### src/rtl/rtc_div_pkg.sv
package rtc_div_pkg;

  typedef enum logic [1:0] {
    REF_FAST = 2'd0,
    REF_MID  = 2'd1,
    REF_SLOW = 2'd2,
    REF_HOLD = 2'd3
  } ref_mode_e;

  // Divider control code to reference mode; codes with both upper bits set hold.
  function automatic ref_mode_e decode_ctl(input logic [2:0] code);
    if (code[2:1] == 2'b11) return REF_HOLD;
    if (code == 3'd0)       return REF_FAST;
    if (code == 3'd1)       return REF_MID;
    return REF_SLOW;
  endfunction

  // Level of the chain tap picked by a rate code (rate 1 shares rate 2's tap).
  function automatic logic tap_level(input logic [31:0] cnt, input logic [3:0] rate);
    logic [31:0] shifted;
    if (rate == 4'd0) return 1'b0;
    if (rate == 4'd1) return cnt[0];
    shifted = cnt >> ({28'd0, rate} - 32'd2);
    return shifted[0];
  endfunction

  // True when the given next chain value is a rising edge of the picked tap.
  function automatic logic tap_rise(input logic [31:0] nxt, input logic [3:0] rate);
    logic [31:0] k;
    logic [31:0] low_mask;
    logic [31:0] shifted;
    if (rate == 4'd0) return 1'b0;
    if (rate == 4'd1) return 1'b1;
    k        = {28'd0, rate} - 32'd2;
    low_mask = (32'd1 << k) - 32'd1;
    shifted  = nxt >> k;
    return shifted[0] && ((nxt & low_mask) == 32'd0);
  endfunction

endpackage

### src/rtl/ref_prescaler.sv
module ref_prescaler
  import rtc_div_pkg::*;
#(
  parameter int unsigned FAST_BITS = 7,
  parameter int unsigned MID_BITS  = 5
) (
  input  logic      clk,
  input  logic      rst_n,
  input  logic      ref_en,
  input  ref_mode_e mode,
  output logic      stage_tick
);

  localparam logic [FAST_BITS-1:0] FAST_MASK = {FAST_BITS{1'b1}};
  localparam logic [FAST_BITS-1:0] MID_MASK  = FAST_BITS'((64'd1 << MID_BITS) - 64'd1);

  logic [FAST_BITS-1:0] pre_q;
  logic [FAST_BITS-1:0] mask;
  logic                 pre_full;

  always_comb begin
    case (mode)
      REF_FAST: mask = FAST_MASK;
      REF_MID:  mask = MID_MASK;
      default:  mask = '0;
    endcase
  end

  assign pre_full   = ((pre_q & mask) == mask);
  assign stage_tick = ref_en && (mode != REF_HOLD) && pre_full;

  always_ff @(posedge clk or negedge rst_n) begin
    if (!rst_n)                pre_q <= '0;
    else if (mode == REF_HOLD) pre_q <= '0;
    else if (ref_en)           pre_q <= pre_full ? '0 : pre_q + 1'b1;
  end

endmodule

### src/rtl/second_chain.sv
module second_chain #(
  parameter int unsigned SEC_BITS = 15,
  parameter int unsigned LEAD     = 8,
  parameter int unsigned UPD_LEN  = 65
) (
  input  logic                clk,
  input  logic                rst_n,
  input  logic                hold,
  input  logic                stage_tick,
  output logic [SEC_BITS-1:0] cnt_nxt,
  output logic                sec_tick,
  output logic                uip
);

  localparam logic [SEC_BITS-1:0] HALF    = SEC_BITS'(64'd1 << (SEC_BITS - 1));
  localparam logic [SEC_BITS-1:0] LEAD_AT = SEC_BITS'((64'd1 << SEC_BITS) - 64'(LEAD) - 64'd1);
  localparam int unsigned         UW      = $clog2(UPD_LEN + 1);
  localparam logic [UW-1:0]       UPD_INIT = UW'(UPD_LEN);

  logic [SEC_BITS-1:0] cnt_q;
  logic [UW-1:0]       upd_left;
  logic                wrap;
  logic                lead_hit;

  assign cnt_nxt  = hold ? HALF : (stage_tick ? cnt_q + 1'b1 : cnt_q);
  assign wrap     = stage_tick && (&cnt_q);
  assign lead_hit = stage_tick && (cnt_q == LEAD_AT);

  always_ff @(posedge clk or negedge rst_n) begin
    if (!rst_n) begin
      cnt_q    <= HALF;
      sec_tick <= 1'b0;
      uip      <= 1'b0;
      upd_left <= '0;
    end else begin
      cnt_q    <= cnt_nxt;
      sec_tick <= wrap;
      if (hold) begin
        uip      <= 1'b0;
        upd_left <= '0;
      end else if (wrap) begin
        upd_left <= UPD_INIT;
      end else if (lead_hit) begin
        uip <= 1'b1;
      end else if (stage_tick && (upd_left != '0)) begin
        upd_left <= upd_left - 1'b1;
        if (upd_left == UW'(1)) uip <= 1'b0;
      end
    end
  end

endmodule

### src/rtl/periodic_tap.sv
module periodic_tap
  import rtc_div_pkg::*;
#(
  parameter int unsigned SEC_BITS = 15
) (
  input  logic                clk,
  input  logic                rst_n,
  input  logic                stage_tick,
  input  logic [SEC_BITS-1:0] cnt_nxt,
  input  logic [3:0]          rate_sel,
  input  logic                sqw_en,
  output logic                pi_pulse,
  output logic                sqw_out
);

  logic [31:0] cnt_wide;

  assign cnt_wide = 32'(cnt_nxt);

  always_ff @(posedge clk or negedge rst_n) begin
    if (!rst_n) begin
      pi_pulse <= 1'b0;
      sqw_out  <= 1'b0;
    end else begin
      pi_pulse <= stage_tick && tap_rise(cnt_wide, rate_sel);
      sqw_out  <= sqw_en && tap_level(cnt_wide, rate_sel);
    end
  end

endmodule

### src/rtl/rtc_divider_chain.sv
module rtc_divider_chain
  import rtc_div_pkg::*;
#(
  parameter int unsigned FAST_BITS = 7,
  parameter int unsigned MID_BITS  = 5,
  parameter int unsigned SEC_BITS  = 15,
  parameter int unsigned LEAD      = 8,
  parameter int unsigned UPD_LEN   = 65
) (
  input  logic       clk,
  input  logic       rst_n,
  input  logic       ref_en,
  input  logic [2:0] div_ctl,
  input  logic [3:0] rate_sel,
  input  logic       sqw_en,
  output logic       sec_tick,
  output logic       pi_pulse,
  output logic       sqw_out,
  output logic       uip
);

  ref_mode_e           mode;
  logic                hold;
  logic                stage_tick;
  logic [SEC_BITS-1:0] cnt_nxt;

  assign mode = decode_ctl(div_ctl);
  assign hold = (mode == REF_HOLD);

  ref_prescaler #(
    .FAST_BITS (FAST_BITS),
    .MID_BITS  (MID_BITS)
  ) pre_i (
    .clk        (clk),
    .rst_n      (rst_n),
    .ref_en     (ref_en),
    .mode       (mode),
    .stage_tick (stage_tick)
  );

  second_chain #(
    .SEC_BITS (SEC_BITS),
    .LEAD     (LEAD),
    .UPD_LEN  (UPD_LEN)
  ) sec_i (
    .clk        (clk),
    .rst_n      (rst_n),
    .hold       (hold),
    .stage_tick (stage_tick),
    .cnt_nxt    (cnt_nxt),
    .sec_tick   (sec_tick),
    .uip        (uip)
  );

  periodic_tap #(
    .SEC_BITS (SEC_BITS)
  ) tap_i (
    .clk        (clk),
    .rst_n      (rst_n),
    .stage_tick (stage_tick),
    .cnt_nxt    (cnt_nxt),
    .rate_sel   (rate_sel),
    .sqw_en     (sqw_en),
    .pi_pulse   (pi_pulse),
    .sqw_out    (sqw_out)
  );

endmodule

### config.mk
export PLATFORM = sky130hd
export DESIGN_NAME = rtc_divider_chain
export DESIGN_NICKNAME = d
export VERILOG_FILES = /design/src/rtl/rtc_div_pkg.sv /design/src/rtl/ref_prescaler.sv /design/src/rtl/second_chain.sv /design/src/rtl/periodic_tap.sv /design/src/rtl/rtc_divider_chain.sv
export SDC_FILE = /design/constraint.sdc
export NUM_CORES = 1
export LEC_CHECK = 0
export BUFFER_PORTS_ARGS = -buffer_cell sky130_fd_sc_hd__buf_2
export CORE_ASPECT_RATIO = 1.2
export CORE_UTILIZATION = 50
export DETAILED_ROUTE_END_ITERATION = 10
export PLACE_DENSITY = 0.7
export SYNTH_ARGS = -nofsm -noshare
export SYNTH_HDL_FRONTEND = slang
export SYNTH_HIERARCHICAL = 1
export SYNTH_SLANG_ARGS = --single-unit
### constraint.sdc
create_clock -name clk -period 2.97 [get_ports clk]
set_clock_uncertainty 0.1 [all_clocks]
set_input_delay 0 -clock clk [delete_from_list [all_inputs] [get_ports clk]]
set_output_delay 0 -clock clk [all_outputs]
set_load 0.01 [all_outputs]
==> results of run 1 <==
cells in the final DEF (no fill, tap or decap), drive strengths merged, types with 5 or more instances in the layout:
cell / Yosys / routed
or4: 5 / 5
clkbuf: 4 / 5
nand4: 12 / 12
nor2: 23 / 23
or3: 6 / 6
dfrtp: 32 / 32
nand3: 16 / 16
nand2: 17 / 17
inv: 14 / 14
o21ai: 16 / 16
nor2b: 6 / 6
xnor2: 8 / 8
nor4: 6 / 6
xor2: 10 / 10
ha: 13 / 13
buf: 8 / 49
a21oi: 12 / 12
where the power goes:
part / leakage, uW / switching [uW] / internal [uW] / total, uW
registers: 0.000450 / 45.6 / 495 / 540
clock network: 0.0000540 / 157 / 244 / 400
logic: 0.000863 / 246 / 183 / 429
total: 0.00137 / 448 / 922 / 1370
per-stage QoR:
stage | power, uW | std cells
after floorplan | 852.1 | 278
after global placement | 948.1 | 366
after detailed placement | 956.3 | 366
after CTS | 1372 | 379
after global routing | 1449 | 383
final | 1370 | 383
logic make-up after synthesis:
| logic type | synth area share |
|---|---|
| multiplexers | 0.04641 |
| buffers and inverters | 0.04590 |
| flip-flops | 0.3298 |
| AND/OR/NAND/NOR | 0.2645 |
| adder cells (fa/ha/maj) | 0.06487 |
| AO/OA/AOI/OAI | 0.1826 |
| XOR/XNOR | 0.06587 |
cell type report:
cell class / instances / area (sq um) / share of cell area
Sequential cell: 33 / 827.0 / 0.2721
Tap cell: 58 / 72.57 / 0.02388
Timing Repair Buffer: 52 / 362.8 / 0.1194
Clock inverter: 2 / 35.03 / 0.01153
Multi-Input combinational cell: 219 / 1620 / 0.5331
Clock buffer: 5 / 68.82 / 0.02264
Inverter: 14 / 52.55 / 0.01729
what timing repair did:
item	CTS	global route
endpoints found under the hold margin	34	0
hold buffers	3	0
buffers inserted	3	4
setup endpoints to repair	2	2
pin swaps	10	10
gates resized for setup	9	2
state kept, by name (all words and copies together) (netlist names):
register	cells
sec_i/upd_left	7
tap_i/pi_pulse	1
sec_i/cnt_q	15
pre_i/pre_q	7
sec_i/sec_tick	1
sec_i/uip	1
tap_i/sqw_out	1
routing by layer:
layer | part of all wire | up-vias | wire length [microns]
met5 | 0 | - | 0
met4 | 0.033 | 0 | 209
met3 | 0.050 | 29 | 316
met2 | 0.49 | 101 | 3059
met1 | 0.43 | 1129 | 2677
li1 | - | 1132 | -
worst max path at each step:
| stage | endpoint | slack [ps] | cells past startpoint |
|---|---|---|---|
| final | tap_i/sqw_out | -50 | 14 |
| after global routing | tap_i/sqw_out | -200 | 14 |
| after CTS | tap_i/pi_pulse | -30 | 14 |
| after detailed placement | tap_i/sqw_out | -80 | 14 |
| after global placement | tap_i/sqw_out | -4 | 14 |
| after floorplan | tap_i/sqw_out | -20 | 16 |
worst min-delay path: stages:
cell and delay [ps]:
buf_2 70, a21o_1 110, buf_4 110, o32ai_1 60
==> out/qor.txt, run 1 <==
routing usage on met3 = 0.03857
DIE HEIGHT = 79.58 microns
Syn Inst Count = 278
total track usage = 0.2530
worst hold path endpoint = pre_i/pre_q[5]
H-tree levels = 2
Cell Area, Placed = 2825 sq um
setup tns final = -86.06 ps
Worst slew margin = 0.5112
reg2reg setup slack = -50 ps
highest-delay cell along the critical path = dfrtp_1
Sink Count = 33
RSZ-0062 raised after global routing = yes
dominant synthesized flop cell = dfrtp_1
crit path launch type = flop
vias in the first global route = 2,268
via count = 2,391
leading area contributor after synthesis = dfrtp_1
Total Die Area = 5303 sq um
I/O pins = 15
most repeated library cell on the critical path = nand4_1
remaining antenna violation count = 0
Critical path buffers and inverters = 0
most frequent cell after synthesis = dfrtp_1
Final GP Congestion = 0.9444
Final Hold Viols = 0
initial DRC count = 231
core box area = 4696 sq um
dpl ws = -77.04 ps
R2R cell count = 14
worst r2r dst = tap_i/sqw_out
pwr/cell area = 450.6 nW/um^2
CP Cell Sequence = and3_4 > nand4_1 > mux2_4 > nor2_4 > and4_4 > nand4_1 > xor2_1 > nor2_1 > mux2_2 > o22ai_2 > a211oi_2 > a22oi_2 > o21ai_1 > and2_1
layout cell share with drive strength beyond 1 = 0.2708
DRC Markers = 0
antenna diode count = 0
Yosys reg bits = 33
Hold Path Depth = 4
Async S/R FF share, synth = 1.000
WL per Instance = 16.35 microns
Critical Path AT = 3090 ps
FF-to-FF Start = pre_i/pre_q[2]
fillcell total = 410
Slew Viols, Final = 0
global route overflow = 0
CTS tree = done
type of the tightest min-delay check = primary input to flop
Mapped Avg Cell Area = 9.019 sq um
Layout Utilization = 0.6472
setup slack after layout = -48.90 ps
Setup crit end kind = flop
Worst EP required = 3040 ps
Post-synth top cells = dfrtp_1 (32), nor2_1 (22), nand2_1 (16), nand3_1 (16)
Max Cap Viol = 0
first-pass GRT wire length = 10.24 mm
gr busiest metal = met2
largest net degree at the start of global routing = 34
clk root buf = clkbuf_8
setup violators final = 2
Fin Hold WS = 24.24 ps
sequential share of the synthesized area = 0.3298
violated checks = negative setup slack
Unique masters post-synth = 65
Inserted Clock Buffers = 5
Via density = 6.243
synthesized cell area = 2507 sq um
Starting Density = 0.5340
PortBufs = 14
Synth Warn # = 6
Worst-Margin Slew = 733.2 ps
post-route cell area = 3039 sq um
CP Launch Point = pre_i/pre_q[2]
CP max FO = 5
Max VDD drop = 0.2241 mV
largest stage delay on the critical path = 360 ps
DRT Pass-1 Iters = 5
WS Path Type = flop to flop
Net Count, Synth = 302
met1 Usage GRT = 0.3141
number of synthesized flops with an enable pin = 0
crit path time final = 3019 ps
initial antenna violation count = 0
HP Start = div_ctl[0]
GR Util met2 = 0.4232
largest cells by area after synthesis = dfrtp_1 (32%), ha_1 (6.5%), nor2_1 (3.3%), nand3_1 (3.2%), xor2_1 (3.1%)
Max Buffers Root-to-Sink = 2
status = finished with violations
critical path's top delay family = simple AND/OR/NAND/NOR gates
share of the synthesized area in the top cell type = 0.3194
FP Rows = 27
P_leak = 0.001367 uW
crit share post-route = 1.016
clk slew on worst S/H paths = 70 ps
Max Freq = 331.2 MHz
Syn-to-layout area delta = 21.21%
latest clock arrival within the worst-skew pair = 280 ps
hpwl dp = 4.457 mm
WL final = 6.263 mm
die width = 66.65 microns
# nets final = 349
Note: power is estimated with default switching activity, not from simulation.
==> run 2: changes to the inputs <==
--- a/config.mk
+++ b/config.mk
@@ -10,6 +10,7 @@
 export CORE_UTILIZATION = 50
 export DETAILED_ROUTE_END_ITERATION = 10
 export PLACE_DENSITY = 0.7
+export SETUP_SLACK_MARGIN = 0.5
 export SYNTH_ARGS = -nofsm -noshare
 export SYNTH_HDL_FRONTEND = slang
 export SYNTH_HIERARCHICAL = 1
==> run 2 against run 1 <==
  * The run still ends with negative setup slack left
  * Hold slack lost 11 ps
  * Die area did not move
  * Fmax grew 1.2%
  * Global-route usage is 0.71 points higher
  * Clock power is 12% higher
  * Setup slack better by 36 ps
  * Critical endpoint is now tap_i/pi_pulse
  * Largest power group unchanged
  * Highest routed layer unchanged
==> out/qor.txt, run 2 (same netlist as run 1, synthesis figures left out) <==
status = finished with violations
violated checks = negative setup slack
R2R cell count = 15
crit path launch type = flop
remaining antenna violation count = 0
routing usage on met3 = 0.04286
layout cell share with drive strength beyond 1 = 0.2952
commonest cells after routing, fill and taps aside = buf_4 (38), dfrtp_1 (32), nor2_1 (20)
DIE HEIGHT = 79.58 microns
type of the tightest min-delay check = primary input to flop
CP max FO = 5
Syn-to-layout area delta = 26.15%
Worst EP required = 3090 ps
global route overflow = 0
FF-to-FF Start = pre_i/pre_q[1]
CTS tree = done
biggest regs = sec_i/cnt_q: 15 flops, pre_i/pre_q: 7 flops, sec_i/upd_left: 7 flops
Final Hold Viols = 0
Hold Path Depth = 3
via count = 2,351
highest-delay cell along the critical path = dfrtp_1
Critical Path AT = 3100 ps
hpwl dp = 4.298 mm
first-pass GRT wire length = 10.51 mm
initial antenna violation count = 0
DRT Pass-1 Iters = 4
clk root buf = clkbuf_8
core box area = 4696 sq um
Pwr Total = 1419 uW
initial DRC count = 217
clk slew on worst S/H paths = 70 ps
WL final = 6.252 mm
worst r2r dst = tap_i/pi_pulse
Setup crit end kind = flop
latest clock arrival within the worst-skew pair = 300 ps
RSZ-0062 raised after global routing = yes
crit path time final = 2983 ps
CP Cell Sequence = and3_4 > nand4_1 > mux2_4 > nor2_4 > and4_4 > nand4_1 > buf_4 > xor2_2 > nor2_1 > mux2_4 > o22ai_4 > a211oi_2 > a22oi_2 > nand4b_1 > o21ai_1
reg2reg setup slack = -10 ps
Max Cap Viol = 0
die width = 66.65 microns
Cells after DPL = 366
Slew Viols, Final = 0
worst hold path endpoint = tap_i/pi_pulse
met1 Usage GRT = 0.3192
non-filler instance count after layout = 390
Max Freq = 335.3 MHz
setup violators final = 1
HP Start = rate_sel[0]
max reg flops = 15
WS Path Type = flop to flop
Total Die Area = 5303 sq um
gr busiest metal = met2
DRC Markers = 0
setup tns final = -12.58 ps
Max Buffers Root-to-Sink = 2
Sink Count = 33
total track usage = 0.2601
FP Rows = 27
P_leak = 0.001397 uW
largest stage delay on the critical path = 350 ps
I/O pins = 15
Worst-Margin Slew = 729.6 ps
vias in the first global route = 2,316
PortBufs = 14
most common cell after layout, fill and taps aside = buf_4
Worst slew margin = 0.5136
WL per Instance = 16.03 microns
GR Util met2 = 0.4313
Largest Register = sec_i/cnt_q
Via density = 6.028
setup slack after layout = -12.58 ps
Inserted Clock Buffers = 5
pwr/cell area = 448.6 nW/um^2
H-tree levels = 2
antenna diode count = 0
crit share post-route = 1.004
# nets final = 355
Final GP Congestion = 0.9345
Max VDD drop = 0.3457 mV
largest net degree at the start of global routing = 34
Starting Density = 0.5340
run 2: per-stage QoR:
stage / setup WS, ps / utilization / hold slack (ps) / instance area, sq um
after global routing: -168.7 / 0.6736 / 37.51 / 3163
after CTS: -14.01 / 0.6640 / 5.970 / 3118
after floorplan: -9.893 / - / -395.6 / 2546
final: -12.58 / 0.6736 / 13.47 / 3163
after detailed placement: -68.85 / 0.6025 / 6.294 / 2829
after global placement: -7.686 / 0.6025 / 7.044 / 2829
run 2: worst max path at each step:
stage | to | cells past startpoint | from | slack, ps
after CTS | tap_i/pi_pulse | 14 | pre_i/pre_q[2] | -10
final | tap_i/pi_pulse | 15 | pre_i/pre_q[1] | -10
after detailed placement | tap_i/pi_pulse | 14 | pre_i/pre_q[2] | -70
after global routing | tap_i/sqw_out | 15 | pre_i/pre_q[1] | -170
after global placement | tap_i/pi_pulse | 14 | pre_i/pre_q[0] | -8
after floorplan | tap_i/sqw_out | 16 | pre_i/pre_q[2] | -10
run 2: per-layer routing:
layer  routed length, microns  vias up
met2                     3136       93
met4                      201        0
li1                         -     1136
met3                      266       20
met5                        0        -
met1                     2648     1102
run 2: power breakdown:
part / total, uW / internal, uW / switching (uW)
clock network: 449 / 273 / 176
registers: 542 / 494 / 47.4
logic: 428 / 185 / 243
total: 1420 / 953 / 466
run 2: repair_timing:
action,4_1_cts,5_1_grt
buffers inserted,10,2
endpoints found under the setup margin,6,10
endpoints found under the hold margin,35,0
cloned,0,0
gates resized for setup,13,5
pin swaps,21,8
hold buffers,4,0
run 2: worst max-delay path: cells and delay by family, from the launching register on:
kind	cells	cell delay (ps)
multiplexers	2	480
AND/OR/NAND/NOR	7	1120
XOR/XNOR	1	140
flip-flops	1	350
AO/OA/AOI/OAI	4	540
buffers and inverters	1	180
run 2: final cells by class:
| type | instances | area [sq um] |
|---|---|---|
| multi-input cells | 219 | 1673 |
| clock buffers | 6 | 82.58 |
| flip-flops and latches | 33 | 827.0 |
| clock inverters | 2 | 37.54 |
| fillers | 385 | 1533 |
| inverters | 14 | 52.55 |
| repair buffers | 58 | 417.9 |
| well taps | 58 | 72.57 |
==> run 3: changes to the inputs <==
--- a/config.mk
+++ b/config.mk
@@ -10,6 +10,7 @@
 export CORE_UTILIZATION = 50
 export DETAILED_ROUTE_END_ITERATION = 10
 export PLACE_DENSITY = 0.7
+export RECOVER_POWER = 50
 export SETUP_SLACK_MARGIN = 0.5
 export SYNTH_ARGS = -nofsm -noshare
 export SYNTH_HDL_FRONTEND = slang
==> run 3 against run 2 <==
  * The run ends with max-capacitance violations, max-slew violations, negative setup slack left
  * Largest cell class unchanged
  * Critical path depth unchanged
  * Cell count unchanged
  * Register-to-register slack about the same
  * Wire length down 0.13%
  * Core utilization down 0.13 points
  * Total power about the same
  * Sequential share of layout area up 0.052 points
==> out/qor.txt, run 3 (same netlist as run 1, synthesis figures left out) <==
WL final = 6.244 mm
H-tree levels = 2
CP max FO = 5
Pwr Total = 1418 uW
setup slack after layout = -11.26 ps
latest clock arrival within the worst-skew pair = 300 ps
Worst EP required = 3090 ps
Cells after DPL = 366
violated checks = max-capacitance violations, max-slew violations, negative setup slack
largest net degree at the start of global routing = 34
worst hold path endpoint = tap_i/pi_pulse
PortBufs = 14
Via density = 6.018
Worst slew margin = -0.1666
crit path launch type = flop
FF-to-FF Start = pre_i/pre_q[1]
clk root buf = clkbuf_8
# nets final = 355
Max Buffers Root-to-Sink = 2
setup violators final = 1
Starting Density = 0.5340
status = finished with violations
pwr/cell area = 449.2 nW/um^2
dpl ws = -68.85 ps
Largest Register = sec_i/cnt_q
Final GP Congestion = 0.9345
antenna diode count = 0
DIE HEIGHT = 79.58 microns
hpwl dp = 4.298 mm
layout cell share with drive strength beyond 1 = 0.2801
I/O pins = 15
type of the tightest min-delay check = primary input to flop
Hold Path Depth = 3
HP Start = rate_sel[0]
Inserted Clock Buffers = 5
initial DRC count = 217
clk slew on worst S/H paths = 70 ps
Layout Utilization = 0.6723
WL per Instance = 16.01 microns
global route overflow = 0
Setup crit end kind = flop
commonest cells after routing, fill and taps aside = buf_4 (38), dfrtp_1 (32), nor2_1 (20)
max reg flops = 15
die width = 66.65 microns
biggest regs = sec_i/cnt_q: 15 flops, pre_i/pre_q: 7 flops, sec_i/upd_left: 7 flops
Max Freq = 335.4 MHz
core box area = 4696 sq um
crit path time final = 2981 ps
Sink Count = 33
Final Hold Viols = 0
non-filler instance count after layout = 390
Total Die Area = 5303 sq um
most common cell after layout, fill and taps aside = buf_4
RSZ-0062 raised after global routing = yes
R2R cell count = 15
DRC Markers = 0
Critical Path AT = 3100 ps
WS Path Type = flop to flop
initial antenna violation count = 0
CTS tree = done
FP Rows = 27
Max VDD drop = 0.3457 mV
total track usage = 0.2601
reg2reg setup slack = -10 ps
Slew Viols, Final = 34
Max Cap Viol = 1
P_leak = 0.001377 uW
crit share post-route = 1.004
vias in the first global route = 2,316
first-pass GRT wire length = 10.51 mm
Cell Area, Placed = 2829 sq um
remaining antenna violation count = 0
DRT Pass-1 Iters = 4
Worst-Margin Slew = 1750 ps
via count = 2,347
post-route cell area = 3157 sq um
Syn-to-layout area delta = 25.90%
worst r2r dst = tap_i/pi_pulse
==> run 3: changes by cell type in the layout (fill, tap and decap cells not counted), sizes merged <==
| cell | before | now |
|---|---|---|
| buf | 54 | 49 |
| clkbuf | 6 | 11 |
==> run 3: per-layer routing <==
layer | GRT usage | up-vias | share of wire | routed length, microns
met5 | 0 | - | 0 | 0
met4 | 0.1319 | 0 | 0.030 | 188
met3 | 0.04286 | 18 | 0.044 | 275
met2 | 0.4313 | 87 | 0.50 | 3138
li1 | - | 1137 | - | -
met1 | 0.3192 | 1105 | 0.42 | 2641
==> run 3: worst max path at each step <==
| stage | slack, ps | startpoint | cells past startpoint | endpoint |
|---|---|---|---|---|
| 4_1_cts | -10 | pre_i/pre_q[2] | 14 | tap_i/pi_pulse |
| 6_report | -10 | pre_i/pre_q[1] | 15 | tap_i/pi_pulse |
| 5_1_grt | -170 | pre_i/pre_q[1] | 15 | tap_i/sqw_out |
| 2_1_floorplan | -10 | pre_i/pre_q[2] | 16 | tap_i/sqw_out |
| 3_3_place_gp | -8 | pre_i/pre_q[0] | 14 | tap_i/pi_pulse |
| 3_5_place_dp | -70 | pre_i/pre_q[2] | 14 | tap_i/pi_pulse |
==> run 3: stage by stage <==
| stage | hold WS, ps | setup TNS, ps |
|---|---|---|
| CTS | 5.970 | -14.01 |
| global placement | 7.044 | -7.686 |
| global route | 37.51 | -321.5 |
| floorplan | -395.6 | -18.58 |
| finish | 13.47 | -11.26 |
| detailed placement | 6.294 | -92.63 |
==> run 3: area by class of cell <==
cell class | count | area [sq um]
multi-input combinational | 219 | 1673
fill | 385 | 1539
sequential | 33 | 827.0
timing repair buffer | 58 | 411.6
clock buffer | 6 | 82.58
tap | 58 | 72.57
inverter | 14 | 52.55
clock inverter | 2 | 37.54
==> run 3: worst max-delay path, stage by stage (launching register included) <==
cell      delay, ps
dfrtp_1         350
and3_4          190
nand4_1          70
mux2_4          290
nor2_4          120
and4_4          270
nand4_1         130
buf_4           180
xor2_2          140
nor2_1          160
mux2_4          190
o22ai_4          70
a211oi_2        220
a22oi_2         120
nand4b_1        180
o21ai_1         130
==> run 3: power by group <==
| part | switching [uW] | internal (uW) | leakage, uW |
|---|---|---|---|
| Clock | 176 | 273 | 0.0000574 |
| Combinational | 243 | 185 | 0.000870 |
| Sequential | 47.3 | 494 | 0.000450 |
| Total | 466 | 952 | 0.00138 |
==> run 3: timing repair <==
| action | in CTS | in global routing |
|---|---|---|
| buffers inserted | 10 | 2 |
| pin swaps | 21 | 8 |
| gates resized for setup | 13 | 5 |
| endpoints found under the hold margin | 35 | 0 |
| setup endpoints to repair | 6 | 10 |
| hold buffers | 4 | 0 |
